File: src/rtl/twsPkg.sv
package twsPkg;
  typedef enum logic [2:0] {
    PH_IDLE,
    PH_DEV,
    PH_WADDR,
    PH_WDATA,
    PH_READ
  } phase_t;

  typedef struct packed {
    logic shiftRx;
    logic setAddr;
    logic incWr;
    logic loadTx;
    logic shiftTx;
  } dpCtl_t;
endpackage

File: src/rtl/twsBusSampler.sv
module twsBusSampler #(
  parameter int STAGES = 2
) (
  input  logic clk,
  input  logic rstN,
  input  logic sclIn,
  input  logic sdaIn,
  output logic sclS,
  output logic sdaS,
  output logic sclRise,
  output logic sclFall,
  output logic startDet,
  output logic stopDet
);
  logic [STAGES-1:0] sclSh, sdaSh;
  logic sclPrev, sdaPrev;

  genvar g;
  generate
    for (g = 0; g < STAGES; g++) begin : gSync
      always_ff @(posedge clk or negedge rstN) begin
        if (!rstN) begin
          sclSh[g] <= 1'b1;
          sdaSh[g] <= 1'b1;
        end else if (g == 0) begin
          sclSh[g] <= sclIn;
          sdaSh[g] <= sdaIn;
        end else begin
          sclSh[g] <= sclSh[g-1];
          sdaSh[g] <= sdaSh[g-1];
        end
      end
    end
  endgenerate

  assign sclS = sclSh[STAGES-1];
  assign sdaS = sdaSh[STAGES-1];

  always_ff @(posedge clk or negedge rstN) begin
    if (!rstN) begin
      sclPrev <= 1'b1;
      sdaPrev <= 1'b1;
    end else begin
      sclPrev <= sclS;
      sdaPrev <= sdaS;
    end
  end

  assign sclRise  = sclS & ~sclPrev;
  assign sclFall  = ~sclS & sclPrev;
  assign startDet = sclS & sclPrev & sdaPrev & ~sdaS;
  assign stopDet  = sclS & sclPrev & ~sdaPrev & sdaS;
endmodule

File: src/rtl/twsCtrl.sv
module twsCtrl
  import twsPkg::*;
#(
  parameter int         STRAP_W  = 3,
  parameter logic [3:0] DEV_CODE = 4'b1010
) (
  input  logic               clk,
  input  logic               rstN,
  input  logic               sclRise,
  input  logic               sclFall,
  input  logic               startDet,
  input  logic               stopDet,
  input  logic               sdaS,
  input  logic [7:0]         rxByte,
  input  logic [STRAP_W-1:0] strap,
  input  logic               wrBusy,
  output dpCtl_t             dp,
  output logic               wrCommit,
  output logic               ackDrive,
  output logic               txEn,
  output phase_t             phase,
  output logic [3:0]         bitCnt
);
  localparam int ID_W = 4 + STRAP_W;

  logic rwBit, mAck, wrPend, ackOk;
  logic ackSlot, endSlot;

  assign ackSlot = sclFall && (bitCnt == 4'd8);
  assign endSlot = sclFall && (bitCnt == 4'd9);

  always_comb begin
    unique case (phase)
      PH_DEV:            ackOk = (rxByte[7:8-ID_W] == {DEV_CODE, strap}) && !wrBusy;
      PH_WADDR, PH_WDATA: ackOk = 1'b1;
      default:           ackOk = 1'b0;
    endcase
  end

  always_comb begin
    dp = '0;
    if (!startDet && !stopDet) begin
      dp.shiftRx = sclRise && (bitCnt < 4'd8) &&
                   (phase == PH_DEV || phase == PH_WADDR || phase == PH_WDATA);
      dp.setAddr = ackSlot && (phase == PH_WADDR);
      dp.incWr   = ackSlot && (phase == PH_WDATA);
      dp.loadTx  = endSlot && ((phase == PH_DEV && ackDrive && rwBit) ||
                               (phase == PH_READ && mAck));
      dp.shiftTx = sclFall && (phase == PH_READ) && (bitCnt >= 4'd1) && (bitCnt <= 4'd7);
    end
  end

  always_ff @(posedge clk or negedge rstN) begin
    if (!rstN) begin
      phase    <= PH_IDLE;
      bitCnt   <= '0;
      ackDrive <= 1'b0;
      txEn     <= 1'b0;
      rwBit    <= 1'b0;
      mAck     <= 1'b0;
      wrPend   <= 1'b0;
      wrCommit <= 1'b0;
    end else begin
      wrCommit <= 1'b0;
      if (startDet) begin
        phase    <= PH_DEV;
        bitCnt   <= '0;
        ackDrive <= 1'b0;
        txEn     <= 1'b0;
        wrPend   <= 1'b0;
      end else if (stopDet) begin
        phase    <= PH_IDLE;
        ackDrive <= 1'b0;
        txEn     <= 1'b0;
        wrCommit <= wrPend;
        wrPend   <= 1'b0;
      end else if (phase != PH_IDLE) begin
        if (sclRise) begin
          if (bitCnt < 4'd9) bitCnt <= bitCnt + 4'd1;
          if (phase == PH_READ && bitCnt == 4'd8) mAck <= ~sdaS;
        end
        if (ackSlot) begin
          if (phase == PH_READ) txEn <= 1'b0;
          else ackDrive <= ackOk;
          if (phase == PH_DEV) rwBit <= rxByte[0];
          if (phase == PH_WDATA) wrPend <= 1'b1;
        end
        if (endSlot) begin
          bitCnt   <= '0;
          ackDrive <= 1'b0;
          unique case (phase)
            PH_DEV: begin
              if (!ackDrive) phase <= PH_IDLE;
              else if (rwBit) begin
                phase <= PH_READ;
                txEn  <= 1'b1;
              end else phase <= PH_WADDR;
            end
            PH_WADDR: phase <= PH_WDATA;
            PH_READ: begin
              if (mAck) txEn <= 1'b1;
              else phase <= PH_IDLE;
            end
            default: ;
          endcase
        end
      end
    end
  end
endmodule

File: src/rtl/twsData.sv
module twsData
  import twsPkg::*;
#(
  parameter int ADDR_W = 8,
  parameter int PAGE_W = 3
) (
  input  logic              clk,
  input  logic              rstN,
  input  dpCtl_t            dp,
  input  logic              sdaS,
  input  logic [7:0]        rdData,
  output logic [7:0]        rxByte,
  output logic              txMsb,
  output logic [ADDR_W-1:0] addrCnt
);
  logic [7:0] txByte;

  always_ff @(posedge clk or negedge rstN) begin
    if (!rstN) begin
      rxByte  <= '0;
      txByte  <= '0;
      addrCnt <= '0;
    end else begin
      if (dp.shiftRx) rxByte <= {rxByte[6:0], sdaS};
      if (dp.setAddr) addrCnt <= rxByte[ADDR_W-1:0];
      else if (dp.incWr)
        addrCnt[PAGE_W-1:0] <= addrCnt[PAGE_W-1:0] + 1'b1;
      else if (dp.loadTx) addrCnt <= addrCnt + 1'b1;
      if (dp.loadTx) txByte <= rdData;
      else if (dp.shiftTx) txByte <= {txByte[6:0], 1'b0};
    end
  end

  assign txMsb = txByte[7];
endmodule

File: src/rtl/twsMemSlave.sv
module twsMemSlave
  import twsPkg::*;
#(
  parameter int ADDR_W      = 8,
  parameter int PAGE_W      = 3,
  parameter int STRAP_W     = 3,
  parameter int SYNC_STAGES = 2
) (
  input  logic               clk,
  input  logic               rstN,
  input  logic               sclIn,
  input  logic               sdaIn,
  output logic               sdaOe,
  input  logic [STRAP_W-1:0] strapAddr,
  input  logic               wrBusy,
  output logic               wrValid,
  output logic [ADDR_W-1:0]  wrAddr,
  output logic [7:0]         wrData,
  output logic               wrCommit,
  output logic [ADDR_W-1:0]  rdAddr,
  input  logic [7:0]         rdData
);
  logic sclS, sdaS, sclRise, sclFall, startDet, stopDet;
  logic ackDrive, txEn, txMsb;
  logic [7:0] rxByte;
  logic [3:0] bitCnt;
  logic [ADDR_W-1:0] addrCnt;
  phase_t phase;
  dpCtl_t dp;

  twsBusSampler #(.STAGES(SYNC_STAGES)) uSample (
    .clk, .rstN, .sclIn, .sdaIn, .sclS, .sdaS,
    .sclRise, .sclFall, .startDet, .stopDet
  );

  twsCtrl #(.STRAP_W(STRAP_W)) uCtrl (
    .clk, .rstN, .sclRise, .sclFall, .startDet, .stopDet, .sdaS,
    .rxByte, .strap(strapAddr), .wrBusy, .dp, .wrCommit,
    .ackDrive, .txEn, .phase, .bitCnt
  );

  twsData #(.ADDR_W(ADDR_W), .PAGE_W(PAGE_W)) uData (
    .clk, .rstN, .dp, .sdaS, .rdData, .rxByte, .txMsb, .addrCnt
  );

  assign sdaOe   = ackDrive | (txEn & ~txMsb);
  assign wrValid = dp.incWr;
  assign wrAddr  = addrCnt;
  assign wrData  = rxByte;
  assign rdAddr  = addrCnt;
endmodule

File: config.mk
export PLATFORM = sky130hd
export DESIGN_NAME = twsMemSlave
export DESIGN_NICKNAME = d
export VERILOG_FILES = /design/src/rtl/twsPkg.sv /design/src/rtl/twsBusSampler.sv /design/src/rtl/twsCtrl.sv /design/src/rtl/twsData.sv /design/src/rtl/twsMemSlave.sv
export SDC_FILE = /design/constraint.sdc
export NUM_CORES = 1
export LEC_CHECK = 0
export ABC_CLOCK_PERIOD_IN_PS = 2250
export BUFFER_PORTS_ARGS = -buffer_cell sky130_fd_sc_hd__buf_4
export CORE_ASPECT_RATIO = 1.25
export CORE_MARGIN = 3
export CORE_UTILIZATION = 55
export CTS_CLUSTER_DIAMETER = 100
export DETAILED_ROUTE_END_ITERATION = 16
export HOLD_SLACK_MARGIN = 0.06
export PLACE_DENSITY = 0.79
export SLEW_MARGIN = 15
export SYNTH_ARGS = -nofsm -noshare
export SYNTH_HDL_FRONTEND = slang
export SYNTH_SLANG_ARGS = --single-unit
File: constraint.sdc
create_clock -name clk -period 2.25 [get_ports clk]
set_input_delay 0 -clock clk [delete_from_list [all_inputs] [get_ports clk]]
set_output_delay 0 -clock clk [all_outputs]
set_load 0.02 [all_outputs]
# == Word level (Yosys, flattened, before mapping) ==
# Index checks and enable logic that the tools add are counted.
# W data, S select, Z words.
# word_totals
ff_bits,43
input_bits,16
out_inout_bits,27
elab_cells,140
# classes
n_addsub,3
magnitude_cmp,4
n_eq_ne,11
muxes,45
bitwise_logic,16
n_reduce_logical,43
# op_table
cell,count
$mux W8,4
$mux W3,8
$mux W4,6
$reduce_bool A3 Y1,8
$mux W1,22
$logic_and A1 B1 Y1,16
$mux W5,2
$reduce_and A5 Y1,2
$pmux W3 S3,1
$add A8 B1 Y8 const B,1
$and A1 B1 Y1,8
$eq A4 B4 Y1 const B,2
$lt A4 B4 Y1 const B,2
$reduce_and A4 Y1,2
$eq A7 B7 Y1,1
$not A1 Y1,7
$eq A3 B2 Y1 const B,2
$reduce_and A3 Y1,2
$reduce_bool A2 Y1,3
$reduce_bool A5 Y1,1
$add A4 B1 Y4 const B,1
$ge A4 B1 Y1 const B,1
$le A4 B3 Y1 const B,1
$ne A2 B1 Y1 const B,2
other kinds (12),17

# == Longest topological paths before layout ==
# Gate-level depths: netlist of the first run.
# logic_depth
ltp_word,11
depth_mapped,7
ltp_nobuf,7

# == By module ==
# From an unflattened synthesis of the first run, not the netlist that was laid out.
# hier_totals
cells_unflattened,222
area_unflattened_um2,2339.7
# modules_own_cells
module,n_inst,cells_per_inst,area_each_um2
twsData,1,100,1109.8
twsCtrl,1,102,968.4
twsBusSampler,1,10,190.2
twsMemSlave,1,10,71.3

# == Least setup slack after synthesis of the first run ==
# Ideal clock, no wire load.
# synth_path
kind,register -> register
startpoint,register uSample.sclPrev
endpoint,register uData.addrCnt[0]
t_arrival_ns,1.744
t_required_ns,2.167
setup_slack_ns,0.423
path_stages_with_launch,7
n_path_buf,1
path_cell_list,dfstp_2 -> buf_4 -> nand2b_1 -> nor3_2 -> nor2_1 -> xor2_1 -> o21ai_0
# synth_via
elab_chain_len,8
elab_cells_between_ends,18
cone_classes,mux: 3; bitwise: 6; reduce/logical: 9
# synth_rtl
item,line_no,rtl
"start, declared",twsBusSampler.sv:16,"logic sclPrev, sdaPrev;"
"start signal, assigned",twsBusSampler.sv:44,sclPrev <= sclS;
$and A1 B1 Y1,"twsBusSampler.sv:51, twsBusSampler.sv:52",
"$and A1 B1 Y1, on equally long branches (2 in a row)","twsBusSampler.sv:51, twsBusSampler.sv:52",
$logic_not A1 Y1,twsCtrl.sv:42,if (!startDet && !stopDet) begin
$logic_and A1 B1 Y1,twsCtrl.sv:42,
$mux W5 (*),twsCtrl.sv:42,
via wrValid,twsMemSlave.sv:16,"output logic wrValid,"
$mux W3,twsData.sv:26,else if (dp.incWr)
$mux W8,twsData.sv:25,if (dp.setAddr) addrCnt <= rxByte[ADDR_W-1:0];
"end signal, assigned",twsData.sv:25,
"end signal, assigned by index",twsData.sv:27,addrCnt[PAGE_W-1:0] <= addrCnt[PAGE_W-1:0] + 1'b1;
"end signal, assigned",twsData.sv:28,else if (dp.loadTx) addrCnt <= addrCnt + 1'b1;
"end, declared",twsData.sv:14,output logic [ADDR_W-1:0] addrCnt
# Mark *: on every way through the listed nets, which the timed path passes. The rest lies on a longest branch.
# A chain may end at the register's enable or synchronous reset.

# == Final worst setup path of the first run ==
# layout_path
startpoint,register uCtrl.bitCnt[1]
endpoint,register uData.txByte[2]
# layout_via
elab_chain_len,5
elab_cells_between_ends,10
cone_classes,order compare: 2; eq/ne: 1; mux: 2; reduce/logical: 5
# layout_rtl
item,line_no,rtl
"start, declared",twsCtrl.sv:22,output logic [3:0] bitCnt
"start signal, assigned",twsCtrl.sv:79,if (bitCnt < 4'd9) bitCnt <= bitCnt + 4'd1;
$ge A4 B1 Y1 or $eq A4 B4 Y1 (tied branches),"twsCtrl.sv:49, twsCtrl.sv:30",
"$logic_and A1 B1 Y1, on equally long branches","twsCtrl.sv:49, twsCtrl.sv:30",
"$logic_and A1 B1 Y1, on equally long branches","twsCtrl.sv:49, twsCtrl.sv:47",
$mux W5 (*),twsCtrl.sv:42,
$reduce_bool A2 Y1 (no line) or $mux W8 (tied branches),n/a,
"end signal, assigned",twsData.sv:29,if (dp.loadTx) txByte <= rdData;
"end signal, assigned",twsData.sv:30,"else if (dp.shiftTx) txByte <= {txByte[6:0], 1'b0};"
"end, declared",twsData.sv:16,logic [7:0] txByte;
# Every way passes the cells marked *; elsewhere a longest branch is shown, timed or not.

==> results_dict.tcl, run 1 <==
set metrics [dict create \
    status "finished, final reports clean" \
    antenna_found_initial 0 \
    wl_per_cell_um 16.1 \
    dp_hpwl_um 3390 \
    netlist_area_sq_um 2240 \
    cts.root.buffer_cell "clkbuf_8" \
    leakagePower_nw 1.34 \
    drt_iter0_drc 43 \
    cts_max_level 2 \
    ys_seq_elements 43 \
    period_needed_ns 1.96 \
    clock_latency_ns 0.30 \
    max_freq_ghz 0.510 \
    synth_enable_flop_cells 0 \
    synth_fp_nets 226 \
    start_util_pct 58.2 \
    cts_tree "yes" \
    crit_required_ns 2.44 \
    finalHoldViolCount 0 \
    timing.setup.tns_ns 0 \
    rsz0062_at_grt "no" \
    cts_resized 0 \
    die-area_sq_um 4880 \
    numCtsBuffers 5 \
    num_vias 1770 \
    grt_remaining_overflow 0 \
    postCtsSetupRepairBufs 0 \
    cp-end-kind "flop" \
    hold_path.class "in -> async" \
    clk_path_buf_depth 2 \
    clk_pin_slew_worst_paths_ns 0.08 \
    fin_total_pwr_w 0.00229 \
    grt_max_degree 44 \
    antenna_left 0 \
    fin_nets 276 \
    routed_via_density 5.71 \
    criticalPathCategory "reg -> reg" \
    syn2layout_area_growth_pct 24.0 \
    synth_cells 205 \
    tightest_slew_ns 0.858 \
    post-route-period-util_pct 87.2 \
    final_cell_mix "46 x buf_4, 37 x dfrtp_1, 15 x nand2_1" \
    antenna_cells 0 \
    grt.total_usage_pct 22.4 \
    synth_area_per_cell_sq_um 10.9 \
    drive_gt1_share_pct 29.3 \
    cts_sinks 43 \
    row_count 25 \
    grt_pass1_vias 1719 \
    grt_pass1_wl_um 8530 \
    final_common_cell "buf_4" \
    max_slew_margin_pct 42.4 \
    yosys_warnings 0 \
    skew_ns 0.0135 \
    r2r_slack_ns 0.29 \
    drt_wl_total_um 4980 \
    vdd_drop_max_v 0.000744 \
    yosysSeqAreaShare_pct 48.4 \
    drv_cap 0 \
    p_per_area_nw_per_um2 825 \
    cp-start-kind "flop" \
    slew_viol_final 0 \
    drc_errors 0 \
    finalNonFillerCells 310 \
    synthFlopType "dfrtp_1" \
    die_w_um 63.1 \
    async_reset_ff_share_pct 100 \
    post-route-util_pct 72.2 \
    setup_violations 0 \
    ys_types 55 \
    drt_first_pass_iters 4 \
    gp_congestion 0.838 \
    reg2regPathDepth 7 \
    core_area_sq_um 3850 \
    dp_cells 291 \
    path_max_fanout 9 \
    io_buffers 42 \
    arrival_ns 2.15 \
    reg2reg_from "uCtrl.bitCnt[1]" \
    io_pins 43 \
    reg2reg_to "uData.txByte[2]" \
    die_h_um 77.4 \
]
==> what timing repair did <==
action | 4_1_cts | 5_1_grt
hold endpoints to repair | 48 | 0
endpoints found under the setup margin | 0 | 0
hold buffers | 11 | 0
==> sequential cells by signal, indices dropped and copies added, names as in the netlist, 3 cells and up <==
name and cells:
uCtrl.bitCnt 4, uCtrl.phase 3, uData.addrCnt 8, uData.rxByte 8, uData.txByte 8
==> cell usage after synthesis (2+ instances only) <==
cell type / count / share of area [%]
mux2_2: 9 / 4.5
o21ai_0: 10 / 2.2
ha_1: 5 / 2.8
nor2b_1: 2 / 0.56
nor3_1: 5 / 1.1
xor2_1: 7 / 2.7
o31ai_1: 2 / 0.67
dfrtp_1: 37 / 41
nand3_1: 6 / 1.3
and3b_1: 2 / 0.78
nor4_4: 2 / 1.9
dfstp_2: 6 / 7.0
nand3b_1: 2 / 0.67
a21o_1: 10 / 3.3
nor2_1: 14 / 2.3
o21ai_1: 2 / 0.45
a21oi_1: 2 / 0.45
o311ai_0: 2 / 0.78
a221o_1: 2 / 0.89
mux2i_1: 2 / 0.89
inv_1: 7 / 1.2
nand2_1: 15 / 2.5
buf_4: 9 / 3.0
nand2b_1: 3 / 0.84
nor4_1: 2 / 0.56
buf_2: 4 / 0.89
a22o_1: 6 / 2.3
a32oi_1: 3 / 1.2
==> per-layer routing <==
metal	part of all wire, %	up-vias	GRT usage, %
li1	-	837	-
met1	42	877	28.2
met2	52	45	37.7
met3	3.7	11	4.34
met4	2.3	0	8.61
met5	0	-	0
==> power by group <==
group	internal, W	switching [W]
sequential	0.000901	0.000174
clock	0.000332	0.000248
combinational	0.000315	0.000323
total	0.00155	0.000746
==> worst max-delay path, cell delays in order, from the launching register on <==
cell and delay (ns):
dfrtp_1 0.40, inv_1 0.12, ha_1 0.23, nor2b_1 0.20, o2111a_2 0.35, buf_4 0.20, nor2_1 0.13, a21o_1 0.23
==> cell families (layout without fill, tap and decap cells) <==
| logic type | Yosys count | after routing | share of synthesized area, % |
|---|---|---|---|
| adder cells (fa/ha/maj) | 5 | 5 | 2.79 |
| flip-flops | 43 | 43 | 48.4 |
| AO/OA/AOI/OAI | 50 | 50 | 17.3 |
| XOR/XNOR | 8 | 8 | 3.13 |
| buffers and inverters | 21 | 72 | 5.25 |
| AND/OR/NAND/NOR | 67 | 67 | 17.8 |
| multiplexers | 11 | 11 | 5.42 |
==> area by class of cell <==
cell class | instances | area (sq um)
Clock buffer | 7 | 76.3
Inverter | 7 | 26.3
Multi-Input combinational cell | 141 | 1040
Fill cell | 292 | 1070
Clock inverter | 1 | 30.0
Timing Repair Buffer | 57 | 455
Sequential cell | 43 | 1080
Tap cell | 54 | 67.6
==> how the worst max path moves through the flow <==
stage | startpoint | endpoint | slack (ns) | cells past startpoint
after global routing | uSample.sclPrev | uCtrl.bitCnt[1] | 0.16 | 5
after global placement | uSample.sclPrev | uData.addrCnt[6] | 0.36 | 5
after CTS | uCtrl.bitCnt[1] | uData.addrCnt[6] | 0.31 | 7
after floorplan | uSample.sclPrev | uData.addrCnt[0] | 0.42 | 6
after detailed placement | uCtrl.bitCnt[1] | uData.addrCnt[6] | 0.32 | 7
final | uCtrl.bitCnt[1] | uData.txByte[2] | 0.29 | 7
==> through the flow <==
| step | hold WS [ns] | instance area, sq um | setup slack (ns) |
|---|---|---|---|
| 6_report | 0.220 | 2780 | 0.288 |
| 5_1_grt | 0.277 | 2780 | 0.159 |
| 4_1_cts | 0.244 | 2780 | 0.308 |
| 3_5_place_dp | 0.0246 | 2560 | 0.322 |
| 3_3_place_gp | 0.0244 | 2560 | 0.357 |
| 2_1_floorplan | -0.296 | 2240 | 0.423 |
No activity file was read; power rests on OpenSTA's default activity.
==> run 2: changes to the inputs <==
--- a/config.mk
+++ b/config.mk
@@ -13,7 +13,7 @@
 export CTS_CLUSTER_DIAMETER = 100
 export DETAILED_ROUTE_END_ITERATION = 16
 export HOLD_SLACK_MARGIN = 0.06
-export PLACE_DENSITY = 0.79
+export PLACE_DENSITY_LB_ADDON = 0.15
 export SLEW_MARGIN = 15
 export SYNTH_ARGS = -nofsm -noshare
 export SYNTH_HDL_FRONTEND = slang
==> run 2 against run 1 <==
  * Maximum frequency decreased by 0.84%
  * Clock power decreased by 8.3%
  * Register-to-register slack got worse by 0.02 ns
  * Worst setup slack got worse by 0.017 ns
==> results_dict.tcl, run 2 (synthesis results as in run 1) <==
set metrics [dict create \
    status "finished, final reports clean" \
    cts_tree "yes" \
    antenna_left 0 \
    cp_slowest_stage_delay_ns 0.64 \
    drc_errors 0 \
    cts_sinks 43 \
    drt_first_pass_iters 4 \
    routed_via_density 5.71 \
    critical-path-slowest-cell "dfstp_2" \
    die_h_um 77.4 \
    drive_gt1_share_pct 29.7 \
    cts.root.buffer_cell "clkbuf_8" \
    path_cells "nor2b_1, o2111a_2, buf_4, nor2_1, a21o_1" \
    syn2layout_area_growth_pct 23.7 \
    reg.largest.list "uData.addrCnt x8, uData.rxByte x8, uData.txByte x8" \
    path_max_fanout 11 \
    io_buffers 42 \
    grt_max_degree 44 \
    arrival_ns 2.16 \
    nFillCells 287 \
    antenna_cells 0 \
    max_freq_ghz 0.505 \
    core_area_sq_um 3850 \
    hold_path.class "in -> async" \
    leakagePower_nw 1.34 \
    dp_hpwl_um 3390 \
    dpl_cell_area_sq_um 2560 \
    post-route-period-util_pct 88.0 \
    crit_required_ns 2.43 \
    grt_pass1_vias 1797 \
    finalNonFillerCells 310 \
    drv_cap 0 \
    slew_viol_final 0 \
    grt_remaining_overflow 0 \
    die-area_sq_um 4880 \
    cp-end-kind "flop" \
    dp_cells 291 \
    wl_per_cell_um 15.8 \
    io_pins 43 \
    start_util_pct 58.2 \
    cp-start-kind "flop" \
    final_cell_area_sq_um 2770 \
    tightest_slew_ns 0.808 \
    gp_congestion 0.860 \
    grt.total_usage_pct 22.1 \
    p_per_area_nw_per_um2 807 \
    max_slew_margin_pct 45.8 \
    cts_resized 0 \
    skew_ns 0.00336 \
    postCtsSetupRepairBufs 0 \
    timing.setup.tns_ns 0 \
    clock_latency_ns 0.29 \
    clk_pin_slew_worst_paths_ns 0.08 \
    drt_wl_total_um 4910 \
    cts_max_level 2 \
    num_vias 1769 \
    drt_iter0_drc 84 \
    row_count 25 \
    clk_path_buf_depth 2 \
    numCtsBuffers 5 \
    finalHoldViolCount 0 \
    path_delay_family "flip-flops" \
    vdd_drop_max_v 0.000595 \
    antenna_found_initial 0 \
    grt_pass1_wl_um 8490 \
    cp.buffers_inverters 1 \
    period_needed_ns 1.98 \
    rsz0062_at_grt "no" \
    setup_violations 0 \
    criticalPathCategory "reg -> reg" \
    die_w_um 63.1 \
    fin_nets 276 \
    ctsHoldBuffers 11 \
    final_common_cell "buf_4" \
    final_cell_mix "46 x buf_4, 37 x dfrtp_1, 15 x nand2_1" \
]
==> run 2: cell count changes in the layout (fill, tap and decap cells not counted) <==
cell / before / now
bufinv_16: 1 / 0
clkbuf_8: 5 / 7
clkbuf_1: 2 / 1
==> run 2: through the flow <==
| stage | hold slack, ns | total power, W | setup slack [ns] | util, % |
|---|---|---|---|---|
| floorplan | -0.296 | 0.00146 | 0.423 | - |
| global placement | 0.0207 | 0.00169 | 0.352 | 66.6 |
| detailed placement | 0.0168 | 0.00171 | 0.321 | 66.6 |
| CTS | 0.242 | 0.00226 | 0.301 | 72.1 |
| global route | 0.277 | 0.00238 | 0.101 | 72.1 |
| finish | 0.221 | 0.00224 | 0.271 | 72.1 |
==> run 2: worst paths after layout <==
check / slack, ns / endpoint / start / depth (start not counted)
setup / recovery: 0.27 / uData.txByte[4] / uSample.sclPrev / 5
hold / removal: 0.22 / uCtrl.wrCommit / rstN / 2
setup reg to reg: 0.27 / uData.txByte[4] / uSample.sclPrev / 5
hold reg to reg: 0.36 / uSample.sclS / uSample.sclSh[0] / 0
max in group asynchronous: 1.64 / uSample.sclPrev / rstN / 2
min in group clk: 0.25 / uCtrl.ackDrive / wrBusy / 6
==> run 2: final cells by class <==
class,count,area [sq um],share of cell area (%)
multi-input combinational,141,1040,37.5
inverter,7,26.3,0.948
tap,54,67.6,2.44
sequential,43,1080,39.1
clock buffer,8,100,3.61
timing repair buffer,57,455,16.4
==> run 2: layer usage <==
layer	GRT usage (%)	vias up	routed length, um
li1	-	839	-
met1	28.0	868	2090
met2	35.6	49	2420
met3	4.49	13	235
met4	11.7	0	161
met5	0	-	0
==> run 2: worst register-to-register path: stages (launching register included) <==
cell	delay (ns)
dfstp_2	0.64
nor2b_1	0.34
o2111a_2	0.34
buf_4	0.20
nor2_1	0.13
a21o_1	0.22
==> run 2: where the power goes <==
group          leakage (nW)  total [W]  internal [W]  switching (W)
combinational         0.738   0.000628      0.000309       0.000320
sequential            0.547    0.00108      0.000900       0.000177
clock                0.0515   0.000532      0.000280       0.000251
total                  1.34    0.00224       0.00149       0.000748
==> run 3: changes to the inputs <==
--- a/config.mk
+++ b/config.mk
@@ -8,7 +8,7 @@
 export ABC_CLOCK_PERIOD_IN_PS = 2250
 export BUFFER_PORTS_ARGS = -buffer_cell sky130_fd_sc_hd__buf_4
 export CORE_ASPECT_RATIO = 1.25
-export CORE_MARGIN = 3
+export CORE_MARGIN = 2
 export CORE_UTILIZATION = 55
 export CTS_CLUSTER_DIAMETER = 100
 export DETAILED_ROUTE_END_ITERATION = 16
==> run 3 against run 2 <==
  * Count of clock-buffer cells in the layout stayed put
  * Utilization is 0.52 points lower
  * Power down 3.2%
  * Sequential power barely moved
  * Non-clock buffer count stayed put
  * Critical path depth did not move
  * Cell count did not move
  * Combinational power decreased by 1%
  * Die area decreased by 5.7%
  * Worst setup slack is essentially flat
==> results_dict.tcl, run 3 (synthesis results as in run 1) <==
set metrics [dict create \
    die_h_um 75.4 \
    drt_first_pass_iters 4 \
    clk_pin_slew_worst_paths_ns 0.07 \
    slew_viol_final 0 \
    finalHoldViolCount 0 \
    grt.total_usage_pct 22.4 \
    drv_cap 0 \
    cp-end-kind "flop" \
    final_cell_mix "46 x buf_4, 37 x dfrtp_1, 15 x nand2_1" \
    grt_remaining_overflow 0 \
    antenna_found_initial 0 \
    wl_per_cell_um 15.1 \
    tightest_slew_ns 0.743 \
    whs_ns 0.228 \
    cts_resized 0 \
    io_pins 43 \
    cts_max_level 2 \
    antenna_cells 0 \
    num_vias 1710 \
    finalNonFillerCells 310 \
    syn2layout_area_growth_pct 22.8 \
    cts_tree "yes" \
    setup_violations 0 \
    drive_gt1_share_pct 28.9 \
    rsz0062_at_grt "no" \
    row_count 25 \
    clock_latency_ns 0.29 \
    cts_sinks 43 \
    max_freq_ghz 0.505 \
    hold_path.class "in -> async" \
    dp_hpwl_um 3330 \
    drc_errors 0 \
    dp_cells 291 \
    cts.root.buffer_cell "clkbuf_8" \
    clk_path_buf_depth 2 \
    reg.largest.list "uData.addrCnt x8, uData.rxByte x8, uData.txByte x8" \
    path_max_fanout 9 \
    gp_congestion 0.844 \
    grt_pass1_wl_um 7720 \
    final_common_cell "buf_4" \
    core_area_sq_um 3850 \
    max_slew_margin_pct 50.2 \
    final_cell_area_sq_um 2750 \
    criticalPathCategory "reg -> reg" \
    routed_via_density 5.52 \
    numCtsBuffers 5 \
    crit_required_ns 2.42 \
    antenna_left 0 \
    r2r_slack_ns 0.27 \
    drt_wl_total_um 4700 \
    arrival_ns 2.15 \
    die_w_um 61.1 \
    timing.setup.tns_ns 0 \
    period_needed_ns 1.98 \
    vdd_drop_max_v 0.000658 \
    nFillCells 297 \
    post-route-period-util_pct 88.0 \
    fin_nets 276 \
    p_per_area_nw_per_um2 787 \
    grt_max_degree 44 \
    status "finished, final reports clean" \
    cp-start-kind "flop" \
    skew_ns 0.00899 \
    leakagePower_nw 1.33 \
    dpl_cell_area_sq_um 2560 \
    grt_pass1_vias 1684 \
    io_buffers 42 \
    die-area_sq_um 4600 \
    drt_iter0_drc 64 \
    start_util_pct 58.2 \
]
## run 3: cell counts in the layout (fill, tap and decap cells not counted)
Identical to the previous run, type by type.
## run 3: timing repair
action                     4_1_cts  5_1_grt
hold endpoints to repair        47        0
hold buffers                    11        0
setup endpoints to repair        0        0
setup buffers                    0        0
## run 3: cell type report
| cell class | count | area (sq um) | share of cell area (%) |
|---|---|---|---|
| repair buffers | 57 | 455 | 16.5 |
| flip-flops and latches | 43 | 1080 | 39.4 |
| inverters | 7 | 26.3 | 0.955 |
| clock buffers | 8 | 80.1 | 2.91 |
| well taps | 54 | 67.6 | 2.45 |
| multi-input cells | 141 | 1040 | 37.8 |
## run 3: worst max-delay path: stages (launching register included)
cell and delay (ns):
dfstp_2 0.64, nor2b_1 0.34, nand3_1 0.29, or2_2 0.37, a32oi_1 0.17, a21oi_1 0.06
## run 3: worst paths after layout
kind                                       start               end  depth (start not counted)
max in group asynchronous                   rstN  uSample.sdaSh[0]                          2
worst min register to register  uSample.sclSh[0]      uSample.sclS                          0
worst max-delay path             uSample.sclPrev   uCtrl.bitCnt[1]                          5
worst min-delay path                        rstN        uCtrl.mAck                          2
min in group clk                    strapAddr[2]    uCtrl.ackDrive                          5
worst max register to register   uSample.sclPrev   uCtrl.bitCnt[1]                          5
## run 3: metrics by stage
stage               total power, W  utilization (%)  setup slack (ns)
finish                     0.00217             71.5             0.271
global route               0.00228             71.5             0.149
CTS                        0.00218             71.5             0.293
detailed placement         0.00170             66.6             0.303
global placement           0.00169             66.6             0.345
floorplan                  0.00146                -             0.423
## run 3: layer usage
metal / routed length (um) / vias to the layer above / GRT usage (%)
met5: 0 / - / 0
met4: 87 / 0 / 7.97
met3: 160 / 10 / 4.24
met2: 2380 / 34 / 36.8
met1: 2070 / 826 / 29.7
li1: - / 840 / -
## run 3: power by group
part | switching, W | leakage, nW | total [W] | internal (W)
registers | 0.000179 | 0.547 | 0.00108 | 0.000900
clock network | 0.000246 | 0.0395 | 0.000467 | 0.000221
logic | 0.000311 | 0.738 | 0.000619 | 0.000308
total | 0.000736 | 1.33 | 0.00217 | 0.00143
